`config.mk`:
```
export PLATFORM = sky130hd
export DESIGN_NAME = vol_ramp_atten
export DESIGN_NICKNAME = d
export VERILOG_FILES = /design/src/rtl/vol_pkg.sv /design/src/rtl/vol_gain_rom.sv /design/src/rtl/vol_level_ctrl.sv /design/src/rtl/vol_scaler.sv /design/src/rtl/vol_ramp_atten.sv
export SDC_FILE = /design/constraint.sdc
export NUM_CORES = 2
export LEC_CHECK = 0
export BUFFER_PORTS_ARGS = -buffer_cell sky130_fd_sc_hd__clkbuf_2
export CORE_ASPECT_RATIO = 2
export CORE_MARGIN = 2
export CORE_UTILIZATION = 40
export DETAILED_ROUTE_END_ITERATION = 6
export SLEW_MARGIN = 20
export SYNTH_ARGS = -nofsm -noshare
export SYNTH_HDL_FRONTEND = slang
export SYNTH_HIERARCHICAL = 1
export SYNTH_SLANG_ARGS = --single-unit
```
`constraint.sdc`:
```
create_clock -name clk -period 16.2 [get_ports clk]
set_input_delay 2.43 -clock clk [delete_from_list [all_inputs] [get_ports clk]]
set_output_delay 2.43 -clock clk [all_outputs]
set_load 0.02 [all_outputs]
```
`src/rtl/vol_pkg.sv`:
```
package vol_pkg;

   typedef enum logic [1:0] {
      GC_IMMEDIATE = 2'd0,
      GC_ZERO_CROSS = 2'd1,
      GC_SOFT = 2'd2,
      GC_SOFT_ZC = 2'd3
   } gc_mode_e;

   // Linear factor for an attenuation of k decibels, in unsigned fixed point
   // with frac fraction bits; the top code is silence.
   function automatic int gain_factor(input int k, input int kmax, input int frac);
      real f;
      if (k >= kmax) return 0;
      f = (2.0 ** frac) * (10.0 ** (-k / 20.0));
      return $rtoi(f + 0.5);
   endfunction

endpackage

```
`src/rtl/vol_gain_rom.sv`:
```
module vol_gain_rom #(
   parameter int AW   = 7,
   parameter int FRAC = 15
) (
   input  logic [AW-1:0] lvl,
   output logic [FRAC:0] gain
);
   localparam int NENT = 2 ** AW;
   localparam int MAXL = NENT - 1;

   logic [FRAC:0] tbl [NENT];

   for (genvar k = 0; k < NENT; k++) begin : g_ent
      localparam int G = vol_pkg::gain_factor(k, MAXL, FRAC);
      assign tbl[k] = (FRAC + 1)'(G);
   end

   assign gain = tbl[lvl];

endmodule

```
`src/rtl/vol_level_ctrl.sv`:
```
module vol_level_ctrl #(
   parameter int DW       = 24,
   parameter int AW       = 7,
   parameter int ZC_LIMIT = 1024
) (
   input  logic                 clk,
   input  logic                 rst_n,
   input  logic                 smp_vld,
   input  logic signed [DW-1:0] samp,
   input  logic [AW-1:0]        code,
   input  logic                 mute,
   input  logic [1:0]           mode,
   input  logic                 ramp_up_en,
   input  logic                 ramp_dn_en,
   input  logic                 pdn_req,
   output logic [AW-1:0]        lvl_nxt,
   output logic [AW-1:0]        lvl_q
);
   import vol_pkg::*;

   localparam int MAXL = 2 ** AW - 1;
   localparam int CW   = $clog2(ZC_LIMIT);

   logic [AW-1:0] tgt, step_lvl;
   logic          pend, zc, tmo, gate, waiting;
   logic          boot_q, sgn_q;
   logic [CW-1:0] wait_q;
   gc_mode_e      eff;

   always_comb begin
      tgt      = (mute || pdn_req) ? AW'(MAXL) : code;
      pend     = (lvl_q != tgt);
      zc       = (samp == '0) || (samp[DW-1] != sgn_q);
      tmo      = (wait_q == CW'(ZC_LIMIT - 1));
      gate     = zc || tmo;
      step_lvl = (lvl_q < tgt) ? lvl_q + 1'b1 : lvl_q - 1'b1;
   end

   // Sequencing overrides take precedence over the software policy.
   always_comb begin
      if (pdn_req)
         eff = ramp_dn_en ? GC_SOFT : GC_IMMEDIATE;
      else if (boot_q)
         eff = ramp_up_en ? GC_SOFT : GC_IMMEDIATE;
      else
         eff = gc_mode_e'(mode);
   end

   always_comb begin
      case (eff)
         GC_IMMEDIATE:  lvl_nxt = tgt;
         GC_ZERO_CROSS: lvl_nxt = gate ? tgt : lvl_q;
         GC_SOFT:       lvl_nxt = pend ? step_lvl : lvl_q;
         GC_SOFT_ZC:    lvl_nxt = (pend && gate) ? step_lvl : lvl_q;
         default:       lvl_nxt = lvl_q;
      endcase
      waiting = ((eff == GC_ZERO_CROSS) || (eff == GC_SOFT_ZC)) && pend && !gate;
   end

   always_ff @(posedge clk or negedge rst_n) begin
      if (!rst_n) begin
         lvl_q  <= AW'(MAXL);
         sgn_q  <= 1'b0;
         wait_q <= '0;
         boot_q <= 1'b1;
      end else if (smp_vld) begin
         lvl_q  <= lvl_nxt;
         sgn_q  <= samp[DW-1];
         wait_q <= waiting ? wait_q + 1'b1 : '0;
         if (boot_q && (lvl_nxt == tgt))
            boot_q <= 1'b0;
      end
   end

endmodule

```
`src/rtl/vol_scaler.sv`:
```
module vol_scaler #(
   parameter int DW    = 24,
   parameter int FRAC  = 15,
   parameter bit ROUND = 1'b1
) (
   input  logic signed [DW-1:0] samp,
   input  logic [FRAC:0]        gain,
   input  logic                 inv,
   output logic signed [DW-1:0] y
);
   localparam int PW = DW + FRAC + 2;
   localparam logic signed [PW-1:0] SMAX = PW'((64'sd1 <<< (DW - 1)) - 64'sd1);
   localparam logic signed [PW-1:0] SMIN = -SMAX - PW'(1);

   logic signed [PW-1:0] a_ext, g_ext, prod, adj, shf, sgn;

   always_comb begin
      a_ext = PW'(samp);
      g_ext = PW'($signed({1'b0, gain}));
      prod  = a_ext * g_ext;
   end

   if (ROUND) begin : g_round
      assign adj = prod + (PW'(1) <<< (FRAC - 1));
   end else begin : g_trunc
      assign adj = prod;
   end

   always_comb begin
      shf = adj >>> FRAC;
      sgn = inv ? -shf : shf;
      if (sgn > SMAX)
         y = SMAX[DW-1:0];
      else if (sgn < SMIN)
         y = SMIN[DW-1:0];
      else
         y = sgn[DW-1:0];
   end

endmodule

```
`src/rtl/vol_ramp_atten.sv`:
```
module vol_ramp_atten #(
   parameter int DW       = 24,
   parameter int AW       = 7,
   parameter int FRAC     = 15,
   parameter int ZC_LIMIT = 1024,
   parameter bit ROUND    = 1'b1
) (
   input  logic                 clk,
   input  logic                 rst_n,
   input  logic                 smp_vld,
   input  logic signed [DW-1:0] in_l,
   input  logic signed [DW-1:0] in_r,
   input  logic [AW-1:0]        atten_l,
   input  logic [AW-1:0]        atten_r,
   input  logic                 mute_l,
   input  logic                 mute_r,
   input  logic                 inv_l,
   input  logic                 inv_r,
   input  logic [1:0]           gc_mode,
   input  logic                 ramp_up_en,
   input  logic                 ramp_dn_en,
   input  logic                 pdn_req,
   output logic                 out_vld,
   output logic signed [DW-1:0] out_l,
   output logic signed [DW-1:0] out_r,
   output logic                 muted_l,
   output logic                 muted_r,
   output logic                 pdn_ack
);
   localparam int NCH  = 2;
   localparam int MAXL = 2 ** AW - 1;

   if (DW < 8 || DW > 32) begin : g_bad_dw
      $error("vol_ramp_atten: DW out of range");
   end
   if (AW < 3 || AW > 8) begin : g_bad_aw
      $error("vol_ramp_atten: AW out of range");
   end
   if (FRAC < 8 || FRAC > 20) begin : g_bad_frac
      $error("vol_ramp_atten: FRAC out of range");
   end
   if (ZC_LIMIT < 2) begin : g_bad_zc
      $error("vol_ramp_atten: ZC_LIMIT must be at least 2");
   end

   logic signed [DW-1:0] samp_a [NCH];
   logic [AW-1:0]        code_a [NCH];
   logic                 mute_a [NCH];
   logic                 inv_a  [NCH];
   logic [AW-1:0]        lvn_a  [NCH];
   logic [AW-1:0]        lvq_a  [NCH];
   logic [FRAC:0]        gain_a [NCH];
   logic signed [DW-1:0] y_a    [NCH];
   logic signed [DW-1:0] out_q  [NCH];
   logic [AW-1:0]        lvl_l, lvl_r;

   assign samp_a[0] = in_l;
   assign samp_a[1] = in_r;
   assign code_a[0] = atten_l;
   assign code_a[1] = atten_r;
   assign mute_a[0] = mute_l;
   assign mute_a[1] = mute_r;
   assign inv_a[0]  = inv_l;
   assign inv_a[1]  = inv_r;

   for (genvar ch = 0; ch < NCH; ch++) begin : g_ch
      vol_level_ctrl #(
         .DW(DW), .AW(AW), .ZC_LIMIT(ZC_LIMIT)
      ) u_lvl (
         .clk       (clk),
         .rst_n     (rst_n),
         .smp_vld   (smp_vld),
         .samp      (samp_a[ch]),
         .code      (code_a[ch]),
         .mute      (mute_a[ch]),
         .mode      (gc_mode),
         .ramp_up_en(ramp_up_en),
         .ramp_dn_en(ramp_dn_en),
         .pdn_req   (pdn_req),
         .lvl_nxt   (lvn_a[ch]),
         .lvl_q     (lvq_a[ch])
      );

      vol_gain_rom #(.AW(AW), .FRAC(FRAC)) u_rom (
         .lvl (lvn_a[ch]),
         .gain(gain_a[ch])
      );

      vol_scaler #(.DW(DW), .FRAC(FRAC), .ROUND(ROUND)) u_scl (
         .samp(samp_a[ch]),
         .gain(gain_a[ch]),
         .inv (inv_a[ch]),
         .y   (y_a[ch])
      );

      always_ff @(posedge clk or negedge rst_n) begin
         if (!rst_n)
            out_q[ch] <= '0;
         else if (smp_vld)
            out_q[ch] <= y_a[ch];
      end
   end

   always_ff @(posedge clk or negedge rst_n) begin
      if (!rst_n)
         out_vld <= 1'b0;
      else
         out_vld <= smp_vld;
   end

   assign out_l   = out_q[0];
   assign out_r   = out_q[1];
   assign lvl_l   = lvq_a[0];
   assign lvl_r   = lvq_a[1];
   assign muted_l = mute_l && (lvl_l == AW'(MAXL));
   assign muted_r = mute_r && (lvl_r == AW'(MAXL));
   assign pdn_ack = pdn_req && (lvl_l == AW'(MAXL)) && (lvl_r == AW'(MAXL));

endmodule

```
After elaboration in Yosys (flattened, before gate mapping)
Memories as Yosys holds them, arrays and structs flattened.
Index checks and enable logic that the tools add are counted.

word-level totals
  ROM bits = 4096
  bits in registers = 87
  logic and storage cells = 109
  input port bits = 74
  memories = 2
  output and inout port bits = 52

memories
  memory            depth  width  rd ports  clocked after memory_dff  write ports  line                RTL
  (name not given)  128    16     1         0                         0            vol_gain_rom.sv:18  assign gain = tbl[lvl];
  (name not given)  128    16     1         0                         0            vol_gain_rom.sv:18

operators by class
  $mul = 2
  $lt $le $gt $ge = 8
  mux-type cells = 30
  reductions and logical operators = 28
  add/sub/neg operators = 10
  bitwise logic cells = 2
  equality and inequality tests = 16

operator list
  operator                                                   count
  two-way mux 24 bit                                         4
  adder 41 x 16 -> 41 bit (second input constant)            2
  > comparator 41 x 24 -> 1 bit (second input constant)      2
  < comparator 41 x 24 -> 1 bit (second input constant)      2
  multiplier 24 x 17 -> 41 bit                               2
  two-way mux 41 bit                                         2
  negator 26 -> 41 bit                                       2
  two-way mux 7 bit                                          10
  two-way mux 16 bit                                         4
  case mux 7 bit (4 select lines)                            2
  logical NOT 24 bit                                         2
  adder 10 x 1 -> 10 bit (second input constant)             2
  == test 10 bit (second input constant)                     2
  two-way mux 10 bit                                         2
  greater-or-equal comparator 8 bit (second input constant)  2
  NOT 7 -> 8 bit                                             2
  adder 7 x 1 -> 7 bit (second input constant)               2
  == test 7 bit                                              2
  == test 7 bit (second input constant)                      2
  < comparator 7 bit                                         2
  inequality test 7 bit                                      2
  subtractor 7 x 1 -> 7 bit (second input constant)          2
  logical AND 1 bit                                          12
  two-way mux 2 bit                                          6
  other kinds (7)                                            22

Depth between registers and ports, before layout
  word-level depth = 17
  depth in mapped cells = 54
  gate-level depth less buffers = 46

By module
The synthesis kept the hierarchy.

by module, submodules not included
  module                        sequential area each (µm²)  area an instance (µm²)  instances  cells each
  vol_scaler (g_ch[1].u_scl)    0.0                         15902.8                 1          1836
  vol_scaler (g_ch[0].u_scl)    0.0                         15815.2                 1          1840
  vol_level_ctrl                485.5                       2389.8                  2          299
  vol_ramp_atten                1226.2                      1934.4                  1          111
  vol_gain_rom (g_ch[0].u_rom)  0.0                         1581.5                  1          218
  vol_gain_rom (g_ch[1].u_rom)  0.0                         1481.4                  1          225

Least setup slack after synthesis
Ideal clock, no wire load.

  path type = in2reg
  start point = in pdn_req
  end point = reg out_q (netlist bit out_l[0])
  arrival time = 14.491 ns
  buffers on the path = 6
  setup slack = 1.584 ns
  data required time = 16.075 ns
  stages on the path = 45
  library setup time = 0.125 ns
  cells stage by stage = buf_2 or3_1 inv_1 ha_1 and4_1 a21oi_1 fa_1 a21boi_0 o21ai_0 nand2_1 a31o_2 a32oi_1 clkbuf_1 inv_1 ha_1 clkbuf_1 or2_1 a221oi_1 (+9 left out) fa_1 fa_1 ha_1 clkbuf_1 a21o_1 o21bai_1 a221oi_1 o21ai_0 a221oi_1 o21bai_1 a21o_1 xnor2_1 a21o_1 or2_2 a32oi_2 buf_2 o21ai_1 mux2_4

RTL lines
  item                             line                   RTL
  from (decl)                      vol_ramp_atten.sv:22   input logic pdn_req,
  to (signal, indexed assignment)  vol_ramp_atten.sv:100  out_q[ch] <= y_a[ch];
  to (decl)                        vol_ramp_atten.sv:54   logic signed [DW-1:0] out_q [NCH];

==> summary.md <==
| Metric | Value |
|---|---|
| Outcome | `finished, final reports clean` |
| RSZ-0062 raised after global routing | `false` |
| Layout overhead on the synthesized area | `7.97%` |
| Max_cap viols | `0` |
| CP endpoint kind | `flop` |
| GRT Total Usage | `0.280` |
| Most common cell on crit path | `inv_1` |
| Syn_nets | `5,954` |
| WL final | `146 mm` |
| Final Critical Period | `15.50 ns` |
| Die Span X | `232 µm` |
| Worst-path maximum fanout | `24` |
| Hold crit path type | `reg -> reg` |
| Slowest stage cell, crit path | `fa_1` |
| Syn. warnings | `6` |
| WP data arrival | `15.82 ns` |
| Min-delay src | `g_ch[0].u_lvl/wait_q[9]` |
| Max incr delay on CP | `0.62 ns` |
| Synth Instances | `4,828` |
| Clk buf depth | `2` |
| Worst path required time | `16.53 ns` |
| CP Class | `in -> reg` |
| Clock Pin Slew Worst Setup and Hold Paths | `0.07 ns` |
| Number of CTS-inserted buffers | `9` |
| Core outline area | `103,000 µm²` |
| CP Launch Type | `input pin` |
| Sequential element share of the synthesized area | `0.0529` |
| Via count | `35,600` |
| TNS Setup | `0 ns` |
| Hold slack | `0.486 ns` |
| Site row count | `167` |
| Placer Congestion | `1.01` |
| Slew Viols, Final | `0` |
| Fmax | `0.0645 GHz` |
| ANT nets after route | `0` |
| Initial DRC Count | `1,886` |
| I/O pin count | `126` |
| Relative max-transition margin | `0.354` |
| Number of global-route vias before repair | `39,700` |
| Total grt overflow | `0` |
| Hpwl dp | `117 mm` |
| Fin nets | `6,034` |
| First-pass GRT wire length | `225 mm` |
| FF/Latch Area | `2200 µm²` |
| Layout Skew | `0.0204 ns` |
| Drt wl/cell | `23.3 µm` |
| EDFF count, synth | `0` |
| Vias per inst | `5.68` |
| Largest net degree at the start of global routing | `65` |
| Yosys cell types | `123` |
| Total die area | `106,000 µm²` |
| Fill count | `10,300` |
| Pre-antenna DRT Iters | `6` |
| Met3 Usage GRT | `0.0396` |
| # hold bufs at CTS | `0` |
| Post-synth design cell area | `41,500 µm²` |
| Clock root buffer master | `clkbuf_16` |
| Gr busiest metal | `met2` |
| CP startpoint | `pdn_req` |
| Reg2Reg Launch Point | `g_ch[1].u_lvl/lvl_q[3]` |
| Clk sink count | `87` |
| Clk_lat worst skew | `0.39 ns` |
| IO Port Bufs | `125` |
| Area of the multi-input gates | `34,600 µm²` |
| Initial core utilization | `0.402` |
| Seq cells post-synth | `87` |
| CTS tree | `yes` |
| Endpoints failing setup | `0` |
| Final setup margin | `0.702 ns` |
| Crit share post-route | `0.957` |
| GR Util met2 | `0.538` |
| Die H | `459 µm` |
| Initial antenna violation count | `10` |
| Worst slew pin tran | `0.968 ns` |
| Share of cells above drive strength 1 | `0.114` |
| # DRC | `0` |
| Predominant post-synthesis flop cell | `dfrtp_1` |
| Final hold vios | `0` |
| Met1 GRT Util | `0.249` |
| Syn_area_per_cell | `8.59 µm²` |
| Ys async rst share | `1.00` |
| Placement Setup Slack | `0.401 ns` |
| H-tree levels | `3` |
## stage by stage
stage	instance area (µm²)	std cells	util
5_1_grt	44800	6266	0.434
3_5_place_dp	44400	6245	0.430
2_1_floorplan	41500	4828	-
6_report	44800	6266	0.434
3_3_place_gp	44400	6245	0.430
4_1_cts	44700	6261	0.433
## timing repair
action,CTS,global route
setup endpoints to repair,0,46
gates resized for setup,0,6
setup buffers,0,3
hold endpoints to repair,0,0
## worst max-delay path: cells and delay by family
family                     cells  cell delay, ns
adders and majority gates      9            4.38
and+or+nand+nor               11            3.22
AOI/OAI and AO/OA             13            3.15
buffers and inverters         12            1.97
muxes                          2            0.33
xor gates and xnor gates       1            0.23
## flip-flops by register name (all words and copies together) (netlist names)
signal and count:
g_ch.u_lvl/boot_q 2, out_vld 1, out_r 24, out_l 24, g_ch.u_lvl/lvl_q 14, g_ch.u_lvl/sgn_q 2
g_ch.u_lvl/wait_q 20
## final timing paths
kind | slack (ns) | cells after the start | endpoint
setup reg to reg | 3.13 | 42 | out_r[3]
hold / removal | 0.49 | 1 | g_ch[0].u_lvl/wait_q[9]
max in group asynchronous | 13.05 | 2 | out_l[12]
min in group asynchronous | 1.93 | 1 | out_r[14]
hold reg to reg | 0.49 | 1 | g_ch[0].u_lvl/wait_q[9]
setup / recovery | 0.70 | 48 | out_l[1]
## cell usage after synthesis, types with 12 or more instances
master / number / area [µm²]
a211oi_1: 30 / 225
a21boi_0: 13 / 97.6
a21o_1: 36 / 270
a21oi_1: 142 / 711
a311oi_1: 15 / 131
a31oi_1: 34 / 213
and2_1: 489 / 3060
and3_1: 35 / 219
and4_1: 12 / 105
buf_2: 53 / 265
buf_4: 14 / 105
buf_6: 16 / 180
clkbuf_1: 148 / 556
dfrtp_1: 71 / 1780
dfstp_2: 16 / 420
fa_1: 754 / 15100
ha_1: 298 / 3730
inv_1: 1000 / 3750
mux2_2: 48 / 541
mux2_4: 22 / 330
mux2i_1: 24 / 240
nand2_1: 439 / 1650
nand2b_1: 35 / 219
nand3_1: 68 / 340
nand4_1: 47 / 294
nor2_1: 138 / 518
nor2b_1: 32 / 200
nor3_1: 56 / 280
nor4_1: 29 / 181
o211ai_1: 33 / 248
o211ai_2: 21 / 263
o21a_1: 22 / 165
o21ai_0: 114 / 571
o21ai_1: 24 / 120
o21ai_2: 21 / 184
o21bai_1: 14 / 105
o22ai_1: 12 / 75.1
o31ai_1: 20 / 150
or2_2: 14 / 87.6
or3_1: 32 / 200
or4_1: 13 / 97.6
xnor2_1: 54 / 473
xor2_1: 53 / 464
## cell families (layout without fill, tap and decap cells)
| family | after synthesis | in the layout | synth area share |
|---|---|---|---|
| XOR/XNOR | 107 | 107 | 0.0226 |
| AO/OA/AOI/OAI | 741 | 742 | 0.129 |
| buffers and inverters | 1242 | 1326 | 0.119 |
| other | 0 | 1 | 0 |
| multiplexers | 99 | 99 | 0.0293 |
| AND/OR/NAND/NOR | 1500 | 1500 | 0.194 |
| flip-flops | 87 | 87 | 0.0529 |
| adder cells (fa/ha/maj) | 1052 | 1052 | 0.454 |
## layer usage
metal	vias to the layer above	routed length, µm
li1	15600	-
met1	18000	44300
met2	1334	79000
met3	702	6630
met4	10	15700
met5	-	64
## placed cells by master, fill, tap and decap left out, drive strengths merged, types with 36 or more instances in the layout
cell type and instances:
nand4 49, ha 298, nand3 68, inv 1005, fa 754, a21o 36
xnor2 54, buf 183, or3 36, xor2 53, mux2 71, nor3 58
o21ai 162, nand2 441, o211ai 54, clkbuf 133, nand2b 36, and2 490
nor2 140, a21oi 152, dfrtp 71
## area by class of cell
| type | count | area share |
|---|---|---|
| multi-input combinational | 3500 | 0.772 |
| clock buffer | 10 | 0.00533 |
| clock inverter | 6 | 0.00218 |
| sequential | 87 | 0.0490 |
| timing repair buffer | 306 | 0.0494 |
| inverter | 1004 | 0.0841 |
| tap | 1352 | 0.0378 |
| antenna | 1 | 0.0000559 |
Power is not shown: default switching activity piles up to over one toggle a cycle in this logic, so the estimate is an artifact.
